==> config.mk <==
export PLATFORM = sky130hd
export DESIGN_NAME = csi_rx_ctrl_regs
export DESIGN_NICKNAME = d
export VERILOG_FILES = /design/src/rtl/csirx_reg_pkg.sv /design/src/rtl/csirx_w1c_bank.sv /design/src/rtl/csirx_srst_seq.sv /design/src/rtl/csirx_irq_gen.sv /design/src/rtl/csi_rx_ctrl_regs.sv
export SDC_FILE = /design/constraint.sdc
export NUM_CORES = 1
export LEC_CHECK = 0
export BUFFER_PORTS_ARGS = -buffer_cell sky130_fd_sc_hd__buf_2
export CAP_MARGIN = 30
export CORE_MARGIN = 4
export CORE_UTILIZATION = 55
export DETAILED_ROUTE_END_ITERATION = 10
export PLACE_DENSITY = 0.91
export SLEW_MARGIN = 40
export SYNTH_ARGS = -nofsm -noshare
export SYNTH_HDL_FRONTEND = slang
export SYNTH_SLANG_ARGS = --single-unit
==> constraint.sdc <==
create_clock -name clk -period 6.6 [get_ports clk]
set_clock_uncertainty 0.2 [all_clocks]
set_input_delay 1.65 -clock clk [delete_from_list [all_inputs] [get_ports clk]]
set_output_delay 1.65 -clock clk [all_outputs]
set_load 0.01 [all_outputs]
==> src/rtl/csirx_reg_pkg.sv <==
package csirx_reg_pkg;
  localparam logic [7:0] OFS_CTRL = 8'h00;
  localparam logic [7:0] OFS_STAT = 8'h10;
  localparam logic [7:0] OFS_GIE  = 8'h20;
  localparam logic [7:0] OFS_ISR  = 8'h24;
  localparam logic [7:0] OFS_IER  = 8'h28;
  localparam logic [7:0] OFS_EXT  = 8'h34;

  localparam int          SUMMARY_BIT = 30;
  // bits backed by flops in the status and enable registers
  localparam logic [31:0] STORE_MASK  = 32'h807E_3FFF;

  function automatic logic [31:0] w1c_next(input logic [31:0] cur,
                                           input logic [31:0] set_bits,
                                           input logic [31:0] clr_bits);
    return (cur & ~clr_bits) | set_bits;
  endfunction
endpackage

==> src/rtl/csirx_w1c_bank.sv <==
module csirx_w1c_bank #(
  parameter int          W    = 32,
  parameter logic [31:0] MASK = 32'hFFFF_FFFF
) (
  input  logic         clk,
  input  logic         rst,
  input  logic         wipe,
  input  logic         accept,
  input  logic [W-1:0] evt,
  input  logic         clr_we,
  input  logic [W-1:0] clr_data,
  output logic [W-1:0] q
);
  import csirx_reg_pkg::*;

  logic [31:0] set_ext, clr_ext, cur_ext, nxt_ext;

  always_comb begin
    set_ext = accept ? 32'(evt) : 32'd0;
    clr_ext = clr_we ? 32'(clr_data) : 32'd0;
    cur_ext = 32'(q);
    nxt_ext = w1c_next(cur_ext, set_ext, clr_ext) & MASK;
  end

  always_ff @(posedge clk) begin
    if (rst || wipe) q <= '0;
    else             q <= nxt_ext[W-1:0];
  end
endmodule

==> src/rtl/csirx_srst_seq.sv <==
module csirx_srst_seq #(
  parameter int RESET_CYCLES = 16
) (
  input  logic clk,
  input  logic rst,
  input  logic req,
  output logic busy
);
  localparam int CW = $clog2(RESET_CYCLES + 1);

  logic          req_d;
  logic [CW-1:0] cnt;

  always_ff @(posedge clk) begin
    if (rst) begin
      req_d <= 1'b0;
      busy  <= 1'b0;
      cnt   <= '0;
    end else begin
      req_d <= req;
      if (req && !req_d) begin
        busy <= 1'b1;
        cnt  <= CW'(RESET_CYCLES - 1);
      end else if (busy) begin
        if (cnt == '0) busy <= 1'b0;
        else           cnt  <= cnt - 1'b1;
      end
    end
  end
endmodule

==> src/rtl/csirx_irq_gen.sv <==
module csirx_irq_gen (
  input  logic        clk,
  input  logic        rst,
  input  logic        gie,
  input  logic [31:0] isr,
  input  logic [31:0] ier,
  input  logic        summary,
  output logic        irq
);
  always_ff @(posedge clk) begin
    if (rst) irq <= 1'b0;
    else     irq <= gie & ((|(isr & ier)) | summary);
  end
endmodule

==> src/rtl/csi_rx_ctrl_regs.sv <==
module csi_rx_ctrl_regs #(
  parameter int ADDR_W       = 8,
  parameter int NUM_EXT_VC   = 12,
  parameter int PKT_W        = 16,
  parameter int RESET_CYCLES = 16
) (
  input  logic                    clk,
  input  logic                    rst,
  input  logic                    reg_wr_en,
  input  logic [ADDR_W-1:0]       reg_wr_addr,
  input  logic [31:0]             reg_wr_data,
  input  logic                    reg_rd_en,
  input  logic [ADDR_W-1:0]       reg_rd_addr,
  output logic [31:0]             reg_rd_data,
  input  logic [31:0]             evt_core,
  input  logic [2*NUM_EXT_VC-1:0] evt_ext,
  input  logic                    lbuf_full_i,
  input  logic                    spkt_ne_i,
  input  logic                    spkt_full_i,
  input  logic [PKT_W-1:0]        pkt_count_i,
  output logic                    irq_o
);
  import csirx_reg_pkg::*;

  localparam int EXT_W = 2 * NUM_EXT_VC;

  logic             ctrl_en_q, ctrl_srst_q, gie_q;
  logic [31:0]      ier_q;
  logic [31:0]      isr_q;
  logic [EXT_W-1:0] ext_q;
  logic             busy;
  logic             accept;
  logic             summary;
  logic             wr_ctrl, wr_gie, wr_isr, wr_ier, wr_ext;
  logic [31:0]      isr_view, stat_word, rd_mux;

  assign wr_ctrl = reg_wr_en && (reg_wr_addr == ADDR_W'(OFS_CTRL));
  assign wr_gie  = reg_wr_en && (reg_wr_addr == ADDR_W'(OFS_GIE));
  assign wr_isr  = reg_wr_en && (reg_wr_addr == ADDR_W'(OFS_ISR));
  assign wr_ier  = reg_wr_en && (reg_wr_addr == ADDR_W'(OFS_IER));
  assign wr_ext  = reg_wr_en && (reg_wr_addr == ADDR_W'(OFS_EXT));

  always_ff @(posedge clk) begin
    if (rst) begin
      ctrl_en_q   <= 1'b0;
      ctrl_srst_q <= 1'b0;
      gie_q       <= 1'b0;
      ier_q       <= '0;
    end else begin
      if (wr_ctrl) begin
        ctrl_en_q   <= reg_wr_data[0];
        ctrl_srst_q <= reg_wr_data[1];
      end
      if (wr_gie) gie_q <= reg_wr_data[0];
      if (wr_ier) ier_q <= reg_wr_data & STORE_MASK;
    end
  end

  csirx_srst_seq #(.RESET_CYCLES(RESET_CYCLES)) u_srst (
    .clk (clk),
    .rst (rst),
    .req (ctrl_srst_q),
    .busy(busy)
  );

  assign accept = ctrl_en_q & ~busy;

  csirx_w1c_bank #(.W(32), .MASK(STORE_MASK)) u_isr (
    .clk     (clk),
    .rst     (rst),
    .wipe    (busy),
    .accept  (accept),
    .evt     (evt_core),
    .clr_we  (wr_isr),
    .clr_data(reg_wr_data),
    .q       (isr_q)
  );

  csirx_w1c_bank #(.W(EXT_W), .MASK(32'hFFFF_FFFF)) u_ext (
    .clk     (clk),
    .rst     (rst),
    .wipe    (busy),
    .accept  (accept),
    .evt     (evt_ext),
    .clr_we  (wr_ext),
    .clr_data(reg_wr_data[EXT_W-1:0]),
    .q       (ext_q)
  );

  assign summary = |ext_q;

  always_comb begin
    isr_view              = isr_q;
    isr_view[SUMMARY_BIT] = summary;
    stat_word             = {16'(pkt_count_i), 12'd0, spkt_full_i, spkt_ne_i,
                             lbuf_full_i, busy};
  end

  always_comb begin
    rd_mux = 32'd0;
    if (reg_rd_addr == ADDR_W'(OFS_CTRL))     rd_mux = {30'd0, ctrl_srst_q, ctrl_en_q};
    else if (reg_rd_addr == ADDR_W'(OFS_STAT)) rd_mux = stat_word;
    else if (reg_rd_addr == ADDR_W'(OFS_GIE))  rd_mux = {31'd0, gie_q};
    else if (reg_rd_addr == ADDR_W'(OFS_ISR))  rd_mux = isr_view;
    else if (reg_rd_addr == ADDR_W'(OFS_IER))  rd_mux = ier_q;
    else if (reg_rd_addr == ADDR_W'(OFS_EXT))  rd_mux = 32'(ext_q);
  end

  always_ff @(posedge clk) begin
    if (rst)            reg_rd_data <= 32'd0;
    else if (reg_rd_en) reg_rd_data <= rd_mux;
  end

  csirx_irq_gen u_irq (
    .clk    (clk),
    .rst    (rst),
    .gie    (gie_q),
    .isr    (isr_q),
    .ier    (ier_q),
    .summary(summary),
    .irq    (irq_o)
  );
endmodule

Word-level counts from Yosys, hierarchy flattened
Cells that the tools add are included.

operators by class
  $add $sub $neg = 1
  multiply operators = 0
  divide/modulo/power cells = 0
  $lt $le $gt $ge = 0
  eq/ne operators = 10
  shift-type cells = 0
  multiplexer cells = 16
  bitwise logic cells = 12
  reductions and logical operators = 17

operators with widths
  kind                 count
  $mux 32              7
  $mux 24              3
  $and 32x32->32       2
  $eq 8x6->1 const B   8
  $not 32->32          1
  $or 32x32->32        1
  $reduce_or 32->1     1
  $and 24x24->24       1
  $not 24->24          1
  $or 24x24->24        1
  $reduce_or 24->1     1
  $logic_not 8->1      2
  $mux 4               3
  $eq 8x5->1 const B   1
  $logic_and 1x1->1    6
  $logic_not 5->1      1
  $sub 5x1->5 const B  1
  $reduce_and 2->1     2
  $mux 1               3
  $and 1x1->1          2
  $ne 2x1->1 const B   1
  $not 1->1            2
  $reduce_bool 2->1    1
  $reduce_or 2->1      1
  other kinds (3)      3

word-level totals
  register bits = 120
  latch bits = 0
  memory bits (writable) = 0
  bits in read-only memories = 0
  memories kept = 0

Depth between registers and ports, before layout
  depth in word-level cells = 7
  mapped depth = 7
  mapped depth without buffers = 6

Modules after synthesis
A second synthesis with hierarchy kept.

unflattened totals
  cell total of the unflattened synthesis = 585
  area, all modules = 5490.3 µm²

modules (own cells, without submodules)
  module                   instances  cells an instance  area an instance (µm²)  sequential area each (µm²)
  csi_rx_ctrl_regs         1          318                2826.5                  1121.1
  csirx_w1c_bank at u_ext  1          104                1066.0                  480.5
  csirx_w1c_bank at u_isr  1          103                1039.7                  420.4
  csirx_srst_seq           1          38                 347.8                   140.1
  csirx_irq_gen            1          22                 210.2                   20.0

Least setup slack after synthesis
Ideal clock, no wire load.

  kind = input -> register
  start = input port reg_rd_addr[1]
  end = register reg_rd_data[11]
  library setup time = 122 ps
  data arrival time = 2985 ps
  data required time = 6278 ps
  setup slack = 3293 ps
  cell stages on the path = 6
  path buffers = 2
  cells stage by stage = or4_4 buf_6 or3_1 buf_2 nor2_1 o31ai_2

on the way
  word-level cells in the longest chain between the ends = 7

RTL lines
  item                  line                     text
  from (decl)           csi_rx_ctrl_regs.sv:13   input logic [ADDR_W-1:0] reg_rd_addr,
  $eq 8x6->1            csi_rx_ctrl_regs.sv:106  else if (reg_rd_addr == ADDR_W'(OFS_EXT)) rd_mux = 32'(ext_q);
  $mux 24               csi_rx_ctrl_regs.sv:106
  $mux 32               csi_rx_ctrl_regs.sv:105  else if (reg_rd_addr == ADDR_W'(OFS_IER)) rd_mux = ier_q;
  $mux 32               csi_rx_ctrl_regs.sv:104  else if (reg_rd_addr == ADDR_W'(OFS_ISR)) rd_mux = isr_view;
  $mux 32               csi_rx_ctrl_regs.sv:103  else if (reg_rd_addr == ADDR_W'(OFS_GIE)) rd_mux = {31'd0, gie_q};
  $mux 32               csi_rx_ctrl_regs.sv:102  else if (reg_rd_addr == ADDR_W'(OFS_STAT)) rd_mux = stat_word;
  $mux 32 *             csi_rx_ctrl_regs.sv:101  if (reg_rd_addr == ADDR_W'(OFS_CTRL)) rd_mux = {30'd0, ctrl_srst_q, ctrl_en_q};
  to (signal assigned)  csi_rx_ctrl_regs.sv:111  else if (reg_rd_en) reg_rd_data <= rd_mux;
  to (decl)             csi_rx_ctrl_regs.sv:14   output logic [31:0] reg_rd_data,

Every way passes the cells marked *; elsewhere a longest branch is shown, timed or not.
A chain may end at the register's enable or synchronous reset.

==> metrics <==
Synth warnings 0; max_cap viols 0; met1 Use GR a little under two fifths; met3 Use GR 6.98%; worst hold start reg_rd_data[9]$_SDFFE_PP0P_; worst hold path stage count 2; number of register bits inferred by synthesis about 110; largest fanout on the critical path 24; part of the cycle the worst path needs 56.5%; boundary pin count 160; Via-to-Cell Ratio 6.24; grt peak-use layer met2; GR Overflow Total 0; number of cells on the worst reg-to-reg path 6; area share of and/or/nand/nor cells after synthesis 20.7%; post-synthesis net count 716; clock latency at the later pin of the worst-skew pair 380 ps; y dimension of the die 103 µm; proportion of layout cells with a drive suffix above 1 a little over a quarter; status finished, final reports clean; DIE AREA about 11000 µm²; placed inst area ~5700 µm²; post-CTS clock slew at the launch and capture registers of the worst setup and hold paths about 90 ps; Root Buffer clkbuf_8; critical path type primary input to register; maximum level of the CTS H-tree 3; multiplexer share of the synthesized area 6.99%; clk sinks 109; gr usage total between 20% and 30%; data arrival time of the critical path around 3800 ps; Reg-to-Reg End u_srst.cnt[2]$_SDFFE_PP0P_; worst slack, placed roughly 2500 ps; mapped cell area around 5000 µm²; Initial Utilization 56.9%; hpwl dp 11.5 mm; worst-case setup margin in the final layout 2870 ps; Chip Width 103 µm; maximum number of pins on one net before global-route repair 55; final setup violation count 0; count of non-filler cells in the finished layout slightly above 800; power density relative to cell area 191 nW/µm²; flip-flop cell with the highest count after synthesis dfxtp_1; DR DRC count 0; number of placement rows 34; setup repair after global routing missed its margin false; wire length of the first global-routing pass 23.3 mm; required time of the worst setup path between 6000 and 7000 ps; synthesized-area fraction occupied by adder cells 0.500%; Layout fillers 730; Core Area 8810 µm²; Max Freq 268 MHz; synthesized area divided by synthesized cell count between 8 and 9 µm²; final design utilization approximately 67%; endpoint kind of the worst setup timing path register; leakage power summed over all cells around 2.5 nW; number of enable-type register cells in the synthesized netlist 0; net total in the final layout approximately 830; count of inserted antenna diode cells 0; post-layout min period between 3000 and 4000 ps; XOR/XNOR Fraction of Synth Area 0.699%; number of distinct library cells after synthesis 55; final total negative setup slack 0 ps; launching element type of the critical path primary input; worst vdd ir 141 µV; number of buffers inserted to repair setup after CTS 0; Worst Hold Path EP reg_rd_data[9]$_SDFFE_PP0P_; relative max-transition margin 46.1%; slew at the pin closest to its max-slew limit roughly 800 ps; post-synthesis cell count ~600; count of routing violations after the opening detailed-route iteration 579; internal reg-to-reg setup slack 4590 ps; met2 track utilization from global routing between 40% and 50%; largest family of logic cells by synthesized area compound AO/OA/AOI/OAI gates; Final GP Congestion 1.01; residual antenna-violating net count after detailed routing 0; number of hold-repair buffers added at the cts stage 0; number of antenna violations at the first check in global routing 0; CTS tree yes; number of placed cells counting well taps 800; total count of hold-check failures in the final report 0; maximum buffer depth of the clock tree 2; number of gates resized after CTS 0; vias in the first global route 4662; count of buffers inserted at the top-level ports 141; complex-gate fraction of the synthesized area 21.2%; layout overhead on the synthesized area 17.4%; number of max-slew violations in the final report 0; CP Launch Point reg_rd_en; type of the worst min-delay path register to register; share of flip-flops with an asynchronous set or reset 0%; Initial DRT Pass Iterations 5; clock buffer count from CTS 9; Layout Cell Area excl Fill 5880 µm²; total wirelength of the detailed-routed design 15.5 mm; startpoint of the worst-slack reg-to-reg timing path u_srst.cnt[0]$_SDFFE_PP0P_; register area share after synthesis 43.6%; via count 5088; routed len/inst 19.0 µm
==> cells in the mapped netlist (3+ instances only) <==
| cell type | instances | area, µm² |
|---|---|---|
| nor4b_1 | 3 | 26.3 |
| or2_2 | 3 | 18.8 |
| nand2b_1 | 11 | 68.8 |
| nand2_1 | 71 | 267 |
| a22oi_2 | 3 | 37.5 |
| nand3b_1 | 3 | 22.5 |
| a32o_1 | 21 | 210 |
| o31ai_1 | 5 | 37.5 |
| nor4_1 | 13 | 81.3 |
| inv_1 | 35 | 131 |
| a22oi_1 | 25 | 188 |
| o31ai_2 | 4 | 50.1 |
| mux2i_1 | 26 | 260 |
| nand3_1 | 7 | 35.0 |
| a21oi_1 | 38 | 190 |
| a222oi_1 | 3 | 30.0 |
| a31oi_1 | 11 | 68.8 |
| and3_1 | 4 | 25.0 |
| nor3_1 | 14 | 70.1 |
| mux2_2 | 8 | 90.1 |
| nand4_1 | 5 | 31.3 |
| nor2b_1 | 9 | 56.3 |
| nor2_1 | 48 | 180 |
| clkbuf_1 | 29 | 109 |
| buf_2 | 7 | 35.0 |
| or3_1 | 4 | 25.0 |
| dfxtp_1 | 109 | 2180 |
| buf_6 | 3 | 33.8 |
| o21ai_0 | 29 | 145 |
==> worst max-delay path, cell delays in order <==
cell      delay [ps]
buf_2            340
clkinv_1         590
a31oi_1          500
nand2_1          370
o31ai_1          350
==> cells by family after synthesis <==
kind of cell / after synthesis
adder cells (fa/ha/maj): 2
AO/OA/AOI/OAI: 153
multiplexers: 34
XOR/XNOR: 4
flip-flops: 109
AND/OR/NAND/NOR: 208
buffers and inverters: 77
==> through the flow <==
step | total power, mW | hold WS (ps)
after global routing | 1.16 | 286
after CTS | 1.12 | 268
final | 1.12 | 270
after floorplan | 0.713 | 225
after global placement | 0.759 | 236
after detailed placement | 0.761 | 246
==> layout make-up <==
cell class / instances / area (µm²) / area share [%]
clock buffer: 11 / 141 / 2.40
clock inverter: 5 / 36.3 / 0.617
inverter: 36 / 135 / 2.30
multi-input combinational: 401 / 2510 / 42.7
sequential: 109 / 2180 / 37.1
tap: 108 / 135 / 2.30
timing repair buffer: 146 / 743 / 12.6
==> power by group <==
part           leakage (nW)  switching (mW)  internal (mW)
Clock                0.0815           0.228          0.148
Sequential            0.878         0.00118          0.659
Combinational          1.56          0.0536         0.0349
Total                  2.52           0.283          0.842
==> state kept, by name (all words and copies together) (netlist names) <==
register,count
ctrl_en_q,1
ctrl_srst_q,1
gie_q,1
ier_q,21
reg_rd_data,32
u_ext.q,24
u_irq.irq,1
u_isr.q,21
u_srst.busy,1
u_srst.cnt,5
u_srst.req_d,1
==> cells in the final DEF, fill, tap and decap left out, types with 3 or more instances in the layout <==
| cell type | Yosys | final |
|---|---|---|
| and3_1 | 4 | 3 |
| clkbuf_8 | 0 | 10 |
| a32o_1 | 21 | 21 |
| a31oi_1 | 11 | 11 |
| nor3_1 | 14 | 14 |
| nor2b_1 | 9 | 9 |
| nand2_1 | 71 | 71 |
| nand2b_1 | 11 | 11 |
| nand3b_1 | 3 | 3 |
| nand3_1 | 7 | 7 |
| nand4_1 | 5 | 5 |
| buf_4 | 0 | 5 |
| o31ai_2 | 4 | 4 |
| mux2_2 | 8 | 8 |
| dfxtp_1 | 109 | 109 |
| nor4b_1 | 3 | 3 |
| inv_1 | 35 | 35 |
| nor4_1 | 13 | 13 |
| a21oi_1 | 38 | 38 |
| a22oi_2 | 3 | 3 |
| buf_2 | 7 | 141 |
| a222oi_1 | 3 | 3 |
| nor2_1 | 48 | 48 |
| a22oi_1 | 25 | 25 |
| o31ai_1 | 5 | 5 |
| mux2i_1 | 26 | 26 |
| o21ai_0 | 29 | 29 |
| or2_2 | 3 | 3 |
| or3_1 | 4 | 4 |
| clkinvlp_4 | 0 | 3 |
==> layer usage <==
metal	vias to the layer above	wire [µm]
met5	-	0
met4	0	442
met3	48	1770
met2	323	6960
met1	2379	6300
li1	2338	-
==> worst max-delay path by stage <==
stage                                         to  slack (ps)  cells after the start
finish               reg_rd_data[8]$_SDFFE_PP0P_        2870                      5
global route         reg_rd_data[8]$_SDFFE_PP0P_        2690                      5
CTS                  reg_rd_data[8]$_SDFFE_PP0P_        2910                      5
detailed placement   reg_rd_data[8]$_SDFFE_PP0P_        2520                      5
global placement     reg_rd_data[7]$_SDFFE_PP0P_        2620                      5
floorplan           reg_rd_data[11]$_SDFFE_PP0P_        3290                      6
No activity file was read; power rests on OpenSTA's default activity.
